[src/rtl/mdio_pkg.sv]
package mdio_pkg;

    typedef enum logic [1:0] {
        ST_IDLE,
        ST_ADDR,
        ST_DATA
    } seq_state_t;

    localparam int FRAME_W      = 64;
    localparam int RELEASE_SLOT = 46;
    localparam int DATA_SLOT    = 48;

    localparam logic [2:0] OFS_RATE_EXT = 3'd0;
    localparam logic [2:0] OFS_RATE_INT = 3'd1;
    localparam logic [2:0] OFS_SCAN     = 3'd2;
    localparam logic [2:0] OFS_PARAM    = 3'd3;
    localparam logic [2:0] OFS_RDDATA   = 3'd4;
    localparam logic [2:0] OFS_ADDR     = 3'd5;
    localparam logic [2:0] OFS_CTRL     = 3'd6;
    localparam logic [2:0] OFS_STATUS   = 3'd7;

    // preamble, start, opcode, port, device/register, turnaround, payload
    function automatic logic [FRAME_W-1:0] make_frame(
        input logic        c45,
        input logic [1:0]  op,
        input logic [4:0]  port,
        input logic [4:0]  dev,
        input logic [15:0] payload
    );
        make_frame = {32'hFFFF_FFFF, 1'b0, ~c45, op, port, dev, 2'b10, payload};
    endfunction

endpackage

[src/rtl/mdio_regfile.sv]
module mdio_regfile
    import mdio_pkg::*;
#(
    parameter int DIV_W = 10,
    parameter int DVD_W = 4
) (
    input  logic             clk,
    input  logic             rst_n,
    input  logic             we,
    input  logic [2:0]       addr,
    input  logic [31:0]      wdata,
    output logic [31:0]      rdata,
    input  logic             busy,
    input  logic             done,
    input  logic [15:0]      rx_data,
    output logic             start_wr,
    output logic             start_rd,
    output logic             clr_done,
    output logic             scan_block,
    output logic [15:0]      f_wdata,
    output logic [4:0]       f_phy,
    output logic             f_c45,
    output logic [2:0]       f_idx,
    output logic             f_int,
    output logic [20:0]      f_regsel,
    output logic [DIV_W-1:0] sel_div,
    output logic [DVD_W-1:0] sel_dvd
);

    logic [31:0]      param_q;
    logic [20:0]      addr_q;
    logic [DIV_W-1:0] div_ext_q, div_int_q;
    logic [DVD_W-1:0] dvd_ext_q, dvd_int_q;
    logic             scan_q;
    logic             cfg_we, ctrl_we;

    assign cfg_we  = we && !busy;
    assign ctrl_we = we && !busy && (addr == OFS_CTRL);

    always_ff @(posedge clk or negedge rst_n) begin
        if (!rst_n) begin
            param_q   <= '0;
            addr_q    <= '0;
            div_ext_q <= '0;
            dvd_ext_q <= '0;
            div_int_q <= '0;
            dvd_int_q <= '0;
            scan_q    <= 1'b0;
        end else if (cfg_we) begin
            unique case (addr)
                OFS_RATE_EXT: begin
                    div_ext_q <= wdata[DIV_W-1:0];
                    dvd_ext_q <= wdata[16 +: DVD_W];
                end
                OFS_RATE_INT: begin
                    div_int_q <= wdata[DIV_W-1:0];
                    dvd_int_q <= wdata[16 +: DVD_W];
                end
                OFS_SCAN:  scan_q  <= wdata[28];
                OFS_PARAM: param_q <= wdata;
                OFS_ADDR:  addr_q  <= wdata[20:0];
                default: ;
            endcase
        end
    end

    always_comb begin
        start_wr = ctrl_we && !done && (wdata == 32'd1);
        start_rd = ctrl_we && !done && (wdata == 32'd2);
        clr_done = ctrl_we && (wdata == 32'd0);
        unique case (addr)
            OFS_RATE_EXT: rdata = 32'(dvd_ext_q) << 16 | 32'(div_ext_q);
            OFS_RATE_INT: rdata = 32'(dvd_int_q) << 16 | 32'(div_int_q);
            OFS_SCAN:     rdata = {3'b000, scan_q, 28'd0};
            OFS_PARAM:    rdata = param_q;
            OFS_RDDATA:   rdata = {16'd0, rx_data};
            OFS_ADDR:     rdata = {11'd0, addr_q};
            OFS_CTRL:     rdata = 32'd0;
            OFS_STATUS:   rdata = {31'd0, done};
            default:      rdata = 32'd0;
        endcase
    end

    assign scan_block = scan_q;
    assign f_wdata    = param_q[15:0];
    assign f_phy      = param_q[20:16];
    assign f_c45      = param_q[21];
    assign f_idx      = param_q[24:22];
    assign f_int      = param_q[25];
    assign f_regsel   = addr_q;
    assign sel_div    = param_q[25] ? div_int_q : div_ext_q;
    assign sel_dvd    = param_q[25] ? dvd_int_q : dvd_ext_q;

endmodule

[src/rtl/mdio_clkgen.sv]
module mdio_clkgen #(
    parameter int PW = 14
) (
    input  logic          clk,
    input  logic          rst_n,
    input  logic          run,
    input  logic [PW-1:0] phase,
    output logic          mdc,
    output logic          mdc_rise,
    output logic          mdc_fall
);

    logic [PW-1:0] cnt_q;
    logic          mdc_q;
    logic          wrap;

    assign wrap = run && (cnt_q == phase - PW'(1));

    always_ff @(posedge clk or negedge rst_n) begin
        if (!rst_n) begin
            cnt_q <= '0;
            mdc_q <= 1'b0;
        end else if (!run) begin
            cnt_q <= '0;
            mdc_q <= 1'b0;
        end else if (wrap) begin
            cnt_q <= '0;
            mdc_q <= ~mdc_q;
        end else begin
            cnt_q <= cnt_q + PW'(1);
        end
    end

    assign mdc      = mdc_q;
    assign mdc_rise = wrap && !mdc_q;
    assign mdc_fall = wrap && mdc_q;

endmodule

[src/rtl/mdio_seq.sv]
module mdio_seq
    import mdio_pkg::*;
(
    input  logic        clk,
    input  logic        rst_n,
    input  logic        start_wr,
    input  logic        start_rd,
    input  logic        clr_done,
    input  logic        c45,
    input  logic [4:0]  phy,
    input  logic [20:0] regsel,
    input  logic [15:0] wdata,
    input  logic        mdc_rise,
    input  logic        mdc_fall,
    input  logic        mdi,
    output logic        busy,
    output logic        mdo,
    output logic        mdoe,
    output logic        done,
    output logic [15:0] rdata
);

    seq_state_t         state_q, state_d;
    logic [FRAME_W-1:0] shift_q, next_q;
    logic [FRAME_W-1:0] addr_frm, data_frm;
    logic [5:0]         slot_q;
    logic               rd_q, done_q;
    logic [15:0]        rdata_q;
    logic               go, last_slot, frame_end;
    logic [1:0]         opc;

    assign go        = (state_q == ST_IDLE) && (start_wr || start_rd);
    assign last_slot = (slot_q == 6'(FRAME_W - 1));
    assign frame_end = mdc_fall && last_slot;
    assign opc       = start_rd ? (c45 ? 2'b11 : 2'b10) : 2'b01;
    assign addr_frm  = make_frame(1'b1, 2'b00, phy, regsel[20:16], regsel[15:0]);
    assign data_frm  = make_frame(c45, opc, phy,
                                  c45 ? regsel[20:16] : regsel[4:0], wdata);

    always_ff @(posedge clk or negedge rst_n) begin
        if (!rst_n) state_q <= ST_IDLE;
        else        state_q <= state_d;
    end

    always_comb begin
        state_d = state_q;
        unique case (state_q)
            ST_IDLE: if (go)        state_d = c45 ? ST_ADDR : ST_DATA;
            ST_ADDR: if (frame_end) state_d = ST_DATA;
            ST_DATA: if (frame_end) state_d = ST_IDLE;
            default:                state_d = ST_IDLE;
        endcase
    end

    always_ff @(posedge clk or negedge rst_n) begin
        if (!rst_n) begin
            shift_q <= '0;
            next_q  <= '0;
            slot_q  <= '0;
            rd_q    <= 1'b0;
            done_q  <= 1'b0;
            rdata_q <= '0;
        end else begin
            if (go) begin
                shift_q <= c45 ? addr_frm : data_frm;
                next_q  <= data_frm;
                slot_q  <= '0;
                rd_q    <= start_rd;
            end else if (mdc_fall) begin
                if (last_slot) begin
                    shift_q <= next_q;
                    slot_q  <= '0;
                end else begin
                    shift_q <= shift_q << 1;
                    slot_q  <= slot_q + 6'd1;
                end
            end
            if (mdc_rise && (state_q == ST_DATA) && rd_q && (slot_q >= 6'(DATA_SLOT)))
                rdata_q <= {rdata_q[14:0], mdi};
            if (clr_done)
                done_q <= 1'b0;
            else if ((state_q == ST_DATA) && frame_end)
                done_q <= 1'b1;
        end
    end

    always_comb begin
        busy  = (state_q != ST_IDLE);
        mdo   = busy && shift_q[FRAME_W-1];
        mdoe  = busy && !((state_q == ST_DATA) && rd_q && (slot_q >= 6'(RELEASE_SLOT)));
        done  = done_q;
        rdata = rdata_q;
    end

endmodule

[src/rtl/mdio_regmaster.sv]
module mdio_regmaster
    import mdio_pkg::*;
#(
    parameter int NBUS  = 4,
    parameter int DIV_W = 10,
    parameter int DVD_W = 4
) (
    input  logic            clk,
    input  logic            rst_n,
    input  logic            reg_we,
    input  logic [2:0]      reg_addr,
    input  logic [31:0]     reg_wdata,
    output logic [31:0]     reg_rdata,
    output logic            ext_master_block,
    output logic [NBUS-1:0] int_mdc,
    output logic [NBUS-1:0] int_mdo,
    output logic [NBUS-1:0] int_mdoe,
    input  logic [NBUS-1:0] int_mdi,
    output logic [NBUS-1:0] ext_mdc,
    output logic [NBUS-1:0] ext_mdo,
    output logic [NBUS-1:0] ext_mdoe,
    input  logic [NBUS-1:0] ext_mdi
);

    localparam int PW    = DIV_W + DVD_W;
    localparam int PRODW = PW + 1;

    logic             busy, done, start_wr, start_rd, clr_done;
    logic [15:0]      rx_data, f_wdata;
    logic [4:0]       f_phy;
    logic             f_c45, f_int;
    logic [2:0]       f_idx;
    logic [20:0]      f_regsel;
    logic [DIV_W-1:0] sel_div;
    logic [DVD_W-1:0] sel_dvd;
    logic [PRODW-1:0] prod;
    logic [PW-1:0]    half, phase;
    logic             mdc, mdc_rise, mdc_fall, mdo, mdoe;
    logic             mdi_sel;

    mdio_regfile #(.DIV_W(DIV_W), .DVD_W(DVD_W)) u_regs (
        .clk(clk), .rst_n(rst_n), .we(reg_we), .addr(reg_addr),
        .wdata(reg_wdata), .rdata(reg_rdata), .busy(busy), .done(done),
        .rx_data(rx_data), .start_wr(start_wr), .start_rd(start_rd),
        .clr_done(clr_done), .scan_block(ext_master_block),
        .f_wdata(f_wdata), .f_phy(f_phy), .f_c45(f_c45), .f_idx(f_idx),
        .f_int(f_int), .f_regsel(f_regsel), .sel_div(sel_div), .sel_dvd(sel_dvd)
    );

    always_comb begin
        prod  = PRODW'(sel_div) * (PRODW'(sel_dvd) + PRODW'(1));
        half  = PW'(prod >> 1);
        phase = (half == '0) ? PW'(1) : half;
    end

    mdio_clkgen #(.PW(PW)) u_clk (
        .clk(clk), .rst_n(rst_n), .run(busy), .phase(phase),
        .mdc(mdc), .mdc_rise(mdc_rise), .mdc_fall(mdc_fall)
    );

    mdio_seq u_seq (
        .clk(clk), .rst_n(rst_n), .start_wr(start_wr), .start_rd(start_rd),
        .clr_done(clr_done), .c45(f_c45), .phy(f_phy), .regsel(f_regsel),
        .wdata(f_wdata), .mdc_rise(mdc_rise), .mdc_fall(mdc_fall),
        .mdi(mdi_sel), .busy(busy), .mdo(mdo), .mdoe(mdoe), .done(done),
        .rdata(rx_data)
    );

    for (genvar b = 0; b < NBUS; b++) begin : g_bus
        logic hit_int, hit_ext;
        assign hit_int     = f_int && (f_idx == 3'(b));
        assign hit_ext     = !f_int && (f_idx == 3'(b));
        assign int_mdc[b]  = hit_int && mdc;
        assign int_mdo[b]  = hit_int && mdo;
        assign int_mdoe[b] = hit_int && mdoe;
        assign ext_mdc[b]  = hit_ext && mdc;
        assign ext_mdo[b]  = hit_ext && mdo;
        assign ext_mdoe[b] = hit_ext && mdoe;
    end

    always_comb begin
        mdi_sel = 1'b0;
        for (int b = 0; b < NBUS; b++) begin
            if (f_idx == 3'(b))
                mdi_sel = f_int ? int_mdi[b] : ext_mdi[b];
        end
    end

endmodule

[config.mk]
export PLATFORM = sky130hd
export DESIGN_NAME = mdio_regmaster
export DESIGN_NICKNAME = d
export VERILOG_FILES = /design/src/rtl/mdio_pkg.sv /design/src/rtl/mdio_regfile.sv /design/src/rtl/mdio_clkgen.sv /design/src/rtl/mdio_seq.sv /design/src/rtl/mdio_regmaster.sv
export SDC_FILE = /design/constraint.sdc
export NUM_CORES = 1
export LEC_CHECK = 0
export BUFFER_PORTS_ARGS = -buffer_cell sky130_fd_sc_hd__buf_2
export CAP_MARGIN = 0
export CORE_MARGIN = 8
export CORE_UTILIZATION = 55
export CTS_CLUSTER_SIZE = 16
export DETAILED_ROUTE_END_ITERATION = 7
export PLACE_DENSITY_LB_ADDON = 0.12
export SYNTH_ARGS = -nofsm -noshare
export SYNTH_HDL_FRONTEND = slang
export SYNTH_SLANG_ARGS = --single-unit
[constraint.sdc]
create_clock -name clk -period 8.4 [get_ports clk]
set_input_delay 1.26 -clock clk [delete_from_list [all_inputs] [get_ports clk]]
set_output_delay 1.26 -clock clk [all_outputs]
set_load 0.02 [all_outputs]
==> flow_summary_export.csv <==
group,metric,value,unit
status,outcome,"completed",
run,drv.max_cap_violation_count,0,
synthesis,post_synth_num_cell_types,81,
finish,layout_common_cells,"dfrtp_1 (216), nand2_1 (211), nor2_1 (107), buf_2 (101), mux2_2 (96)",
global_routing,largest_net_degree_at_the_start_of_global_routing,101,
global_routing,grt_pass1_vias,10303,
floorplanning,design.die.area,0.0290,sq mm
hold_path,hold_path_class,"reg -> reg",
clock_network,tritoncts,"yes",
synthesis,synth-async-reset-ratio,100,%
drt,post-route-drc-count,0,
global_routing,grt_pass1_wl,54.6,mm
worst_setup_path,timing.critical_path.required,8770,ps
drt,via_count,10383,
synthesis,synth_warn,0,
worst_setup_path,timing.setup.critical_path_class,"reg -> reg",
clock_network,clk_pin_slew_worst_paths,60,ps
finish,post_route_cells_drive_above_1_share,20.5,%
power_and_ir_drop,design_power_total,2.16,mW
finish,finish.net_count,1493,
synthesis,share_of_the_yosys_chip_area_belonging_to_registers,41.3,%
sta,period_minus_slack,7860,ps
sta,report.final.setup_viol,0,
sta,timing_worst_slew_pin_value,1220,ps
drt,routed_wirelength,33.3,mm
worst_setup_path,end_kind,"register",
clock_network,count_of_hold_buffers_inserted_by_post_cts_repair,0,
synthesis,synth.top_cell.area_share,41.3,%
synthesis,ffs_latches_synth,216,
synthesis,synth.area.top_cells,"dfrtp_1 (41%), mux2_2 (8.3%), mux2i_1 (6.5%)",
finish,finish.utilization,62.7,%
clock_network,clk-insertion-delay-late,530,ps
power_and_ir_drop,powerDensity,147,mW/mm^2
place,place_congestion,0.905,
sta,finClkSkew,19.6,ps
drt,antenna_violating_nets_remaining,0,
sta,drv_slew,0,
sta,grt_setup_unrepaired,"no",
place,instance_area_after_placement,0.0138,sq mm
synthesis,synth_fp_nets,1430,
synthesis,synthesis.area_per_instance,9.81,sq um
synthesis,synthFlopType,"dfrtp_1",
floorplanning,floorplan.core_area,0.0234,sq mm
place,placed_cells_incl_taps,1688,
synthesis,post-synth-top-area-cell,"dfrtp_1",
drt,viasPerCell,6.00,
power_and_ir_drop,max-vdd-ir-drop,147,uV
sta,relSlewSlack,18.5,%
finish,area_growth_syn_to_layout,12.1,%
place,pre_cts_slack,394,ps
clock_network,numCtsBuffers,25,
floorplanning,floorplan.rows,56,
finish,antennaDiodeCount,0,
place,dp_hpwl,23.3,mm
clock_network,cts.repair_timing.setup_buffer_count,0,
synthesis,post_synth_edffs,0,
floorplanning,starting_density,55.9,%
global_routing,grt_remaining_overflow,0,
worst_setup_path,cp.arrival,8240,ps
worst_setup_path,critical_path.max_fanout,58,
floorplanning,dieHeight,170,um
synthesis,netlist_area_before_placement,0.0131,sq mm
drt,drt_first_iter_violations,757,
floorplanning,boundaryPins,103,
sta,achievable-frequency,0.127,GHz
drt,post_drt_wl_per_cell,19.2,um
clock_network,ctsHtreeMaxLevel,1,
floorplanning,die_w,170,um
synthesis,syn-instance-count,1333,
sta,min_period_over_period,93.6,%
sta,hold_viol_final,0,
finish,most_frequent_standard_cell_in_the_layout_excluding_fill_and_tap_cells,"dfrtp_1",
sta,finalHoldWorstSlack,453,ps
clock_network,clock_path_buffers,3,
clock_network,clock_tree.root_cell,"clkbuf_16",
sta,setup_total_negative_slack,0,ps
sta,fin_ws,538,ps
power_and_ir_drop,cellLeakagePower,7.33,nW
clock_network,number_of_sinks_handled_by_clock_tree_synthesis,216,
place,buffers_on_ports,102,
global_routing,gr-usage-all-layers,23.0,%
global_routing,antenna_found_initial,0,
finish,fin_area,0.0147,sq mm
finish,finalNonFillerCells,1730,
worst_setup_path,startpoint_type,"register",
drt,drt_pre_antenna_iters,5,
worst paths after layout:
| kind | slack (ps) | cells past startpoint | end | start |
|---|---|---|---|---|
| worst max-delay path | 540 | 27 | u_seq.shift_q[8] | u_regs.param_q[25] |
| worst min-delay path | 450 | 2 | u_seq.next_q[17] | u_seq.next_q[17] |
| worst max register to register | 540 | 27 | u_seq.shift_q[8] | u_regs.param_q[25] |
| worst min register to register | 450 | 2 | u_seq.next_q[17] | u_seq.next_q[17] |
| max in group asynchronous | 6310 | 2 | u_seq.shift_q[58] | rst_n |
| min in group asynchronous | 750 | 1 | u_clk.cnt_q[12] | rst_n |
routing by layer:
layer / global-route usage [%] / part of all wire (%) / vias to the layer above
li1: - / - / 4858
met3: 3.80 / 5.8 / 50
met2: 36.7 / 46 / 308
met4: 6.10 / 2.5 / 0
met5: 0 / 0 / -
met1: 32.0 / 46 / 5167
cells by family (layout without fill, tap and decap cells):
family / Yosys count / in the layout / share of synthesized area, %
adder cells (fa/ha/maj): 51 / 51 / 6.25
AND/OR/NAND/NOR: 477 / 477 / 17.1
multiplexers: 195 / 195 / 16.3
XOR/XNOR: 38 / 38 / 3.14
flip-flops: 216 / 216 / 41.3
buffers and inverters: 112 / 190 / 3.42
AO/OA/AOI/OAI: 244 / 244 / 12.4
registers in the layout (all words and copies together), names as in the netlist:
register and cells:
u_seq.rdata 16, u_seq.state_q 2, u_regs.dvd_int_q 4, u_seq.done 1
u_seq.shift_q 64, u_regs.scan_block 1, u_clk.mdc 1, u_regs.f_regsel 21
u_clk.cnt_q 14, u_regs.div_int_q 10, u_regs.dvd_ext_q 4, u_regs.param_q 32
u_seq.slot_q 6, u_regs.div_ext_q 10, u_seq.next_q 30
critical path: stages (launching register included):
cell and delay [ps]:
dfrtp_1 390, mux2_2 470, ha_1 280, xnor2_1 370, nand2_1 120, fa_1 500, inv_1 60, fa_1 500
fa_1 490, ha_1 430, nand2_1 130, o31ai_2 380, nand4b_1 250, o211a_2 250, and4_1 230, a21oi_1 160
ha_1 210, nand2b_1 80, or3_1 330, a211o_1 290, a21oi_1 230, o221ai_1 170, a21oi_1 140, nand4_1 200
nor4b_4 430, buf_12 290, a41o_1 200, o22ai_1 80
report_power, final:
group | leakage [nW] | switching, mW | internal (mW) | total (mW)
registers | 2.91 | 0 | 1.04 | 1.04
clock network | 0.390 | 0.433 | 0.623 | 1.06
logic | 4.03 | 0.0464 | 0.0147 | 0.0611
total | 7.33 | 0.480 | 1.68 | 2.16
cells in the mapped netlist, types with 3 or more instances:
cell and number:
a211o_1 3, a21o_1 8, a21oi_1 74, a22oi_1 6, a31oi_1 11, a41o_1 28, and2_1 23, and3_1 15
buf_1 8, buf_2 10, clkbuf_1 60, dfrtp_1 216, fa_1 24, ha_1 27, inv_1 31, mux2_1 10
mux2_2 96, mux2i_1 85, mux4_2 4, nand2_1 213, nand2b_1 8, nand3_1 20, nand3b_1 8, nand4_1 15
nor2_1 110, nor2b_1 21, nor3_1 7, nor4_1 8, nor4b_1 4, o2111ai_1 3, o211ai_1 5, o21ai_0 45
o221ai_1 3, o22ai_1 26, o31ai_1 3, or2_2 3, or3_1 6, xnor2_1 20, xnor3_1 4, xor2_1 11
area by class of cell:
cell class                 instances  area [sq um]
tap                              319           399
clock buffer                      35           713
inverter                          31           116
multi-input combinational       1005          7290
fill                            2011          8740
timing repair buffer             117           658
clock inverter                     7          81.3
sequential                       216          5410
repair_timing:
item                                    in CTS  in global routing
endpoints found under the setup margin       0                 59
resized for setup                            0                  6
hold endpoints to repair                     0                  0
(Power assumes the default switching activity.)
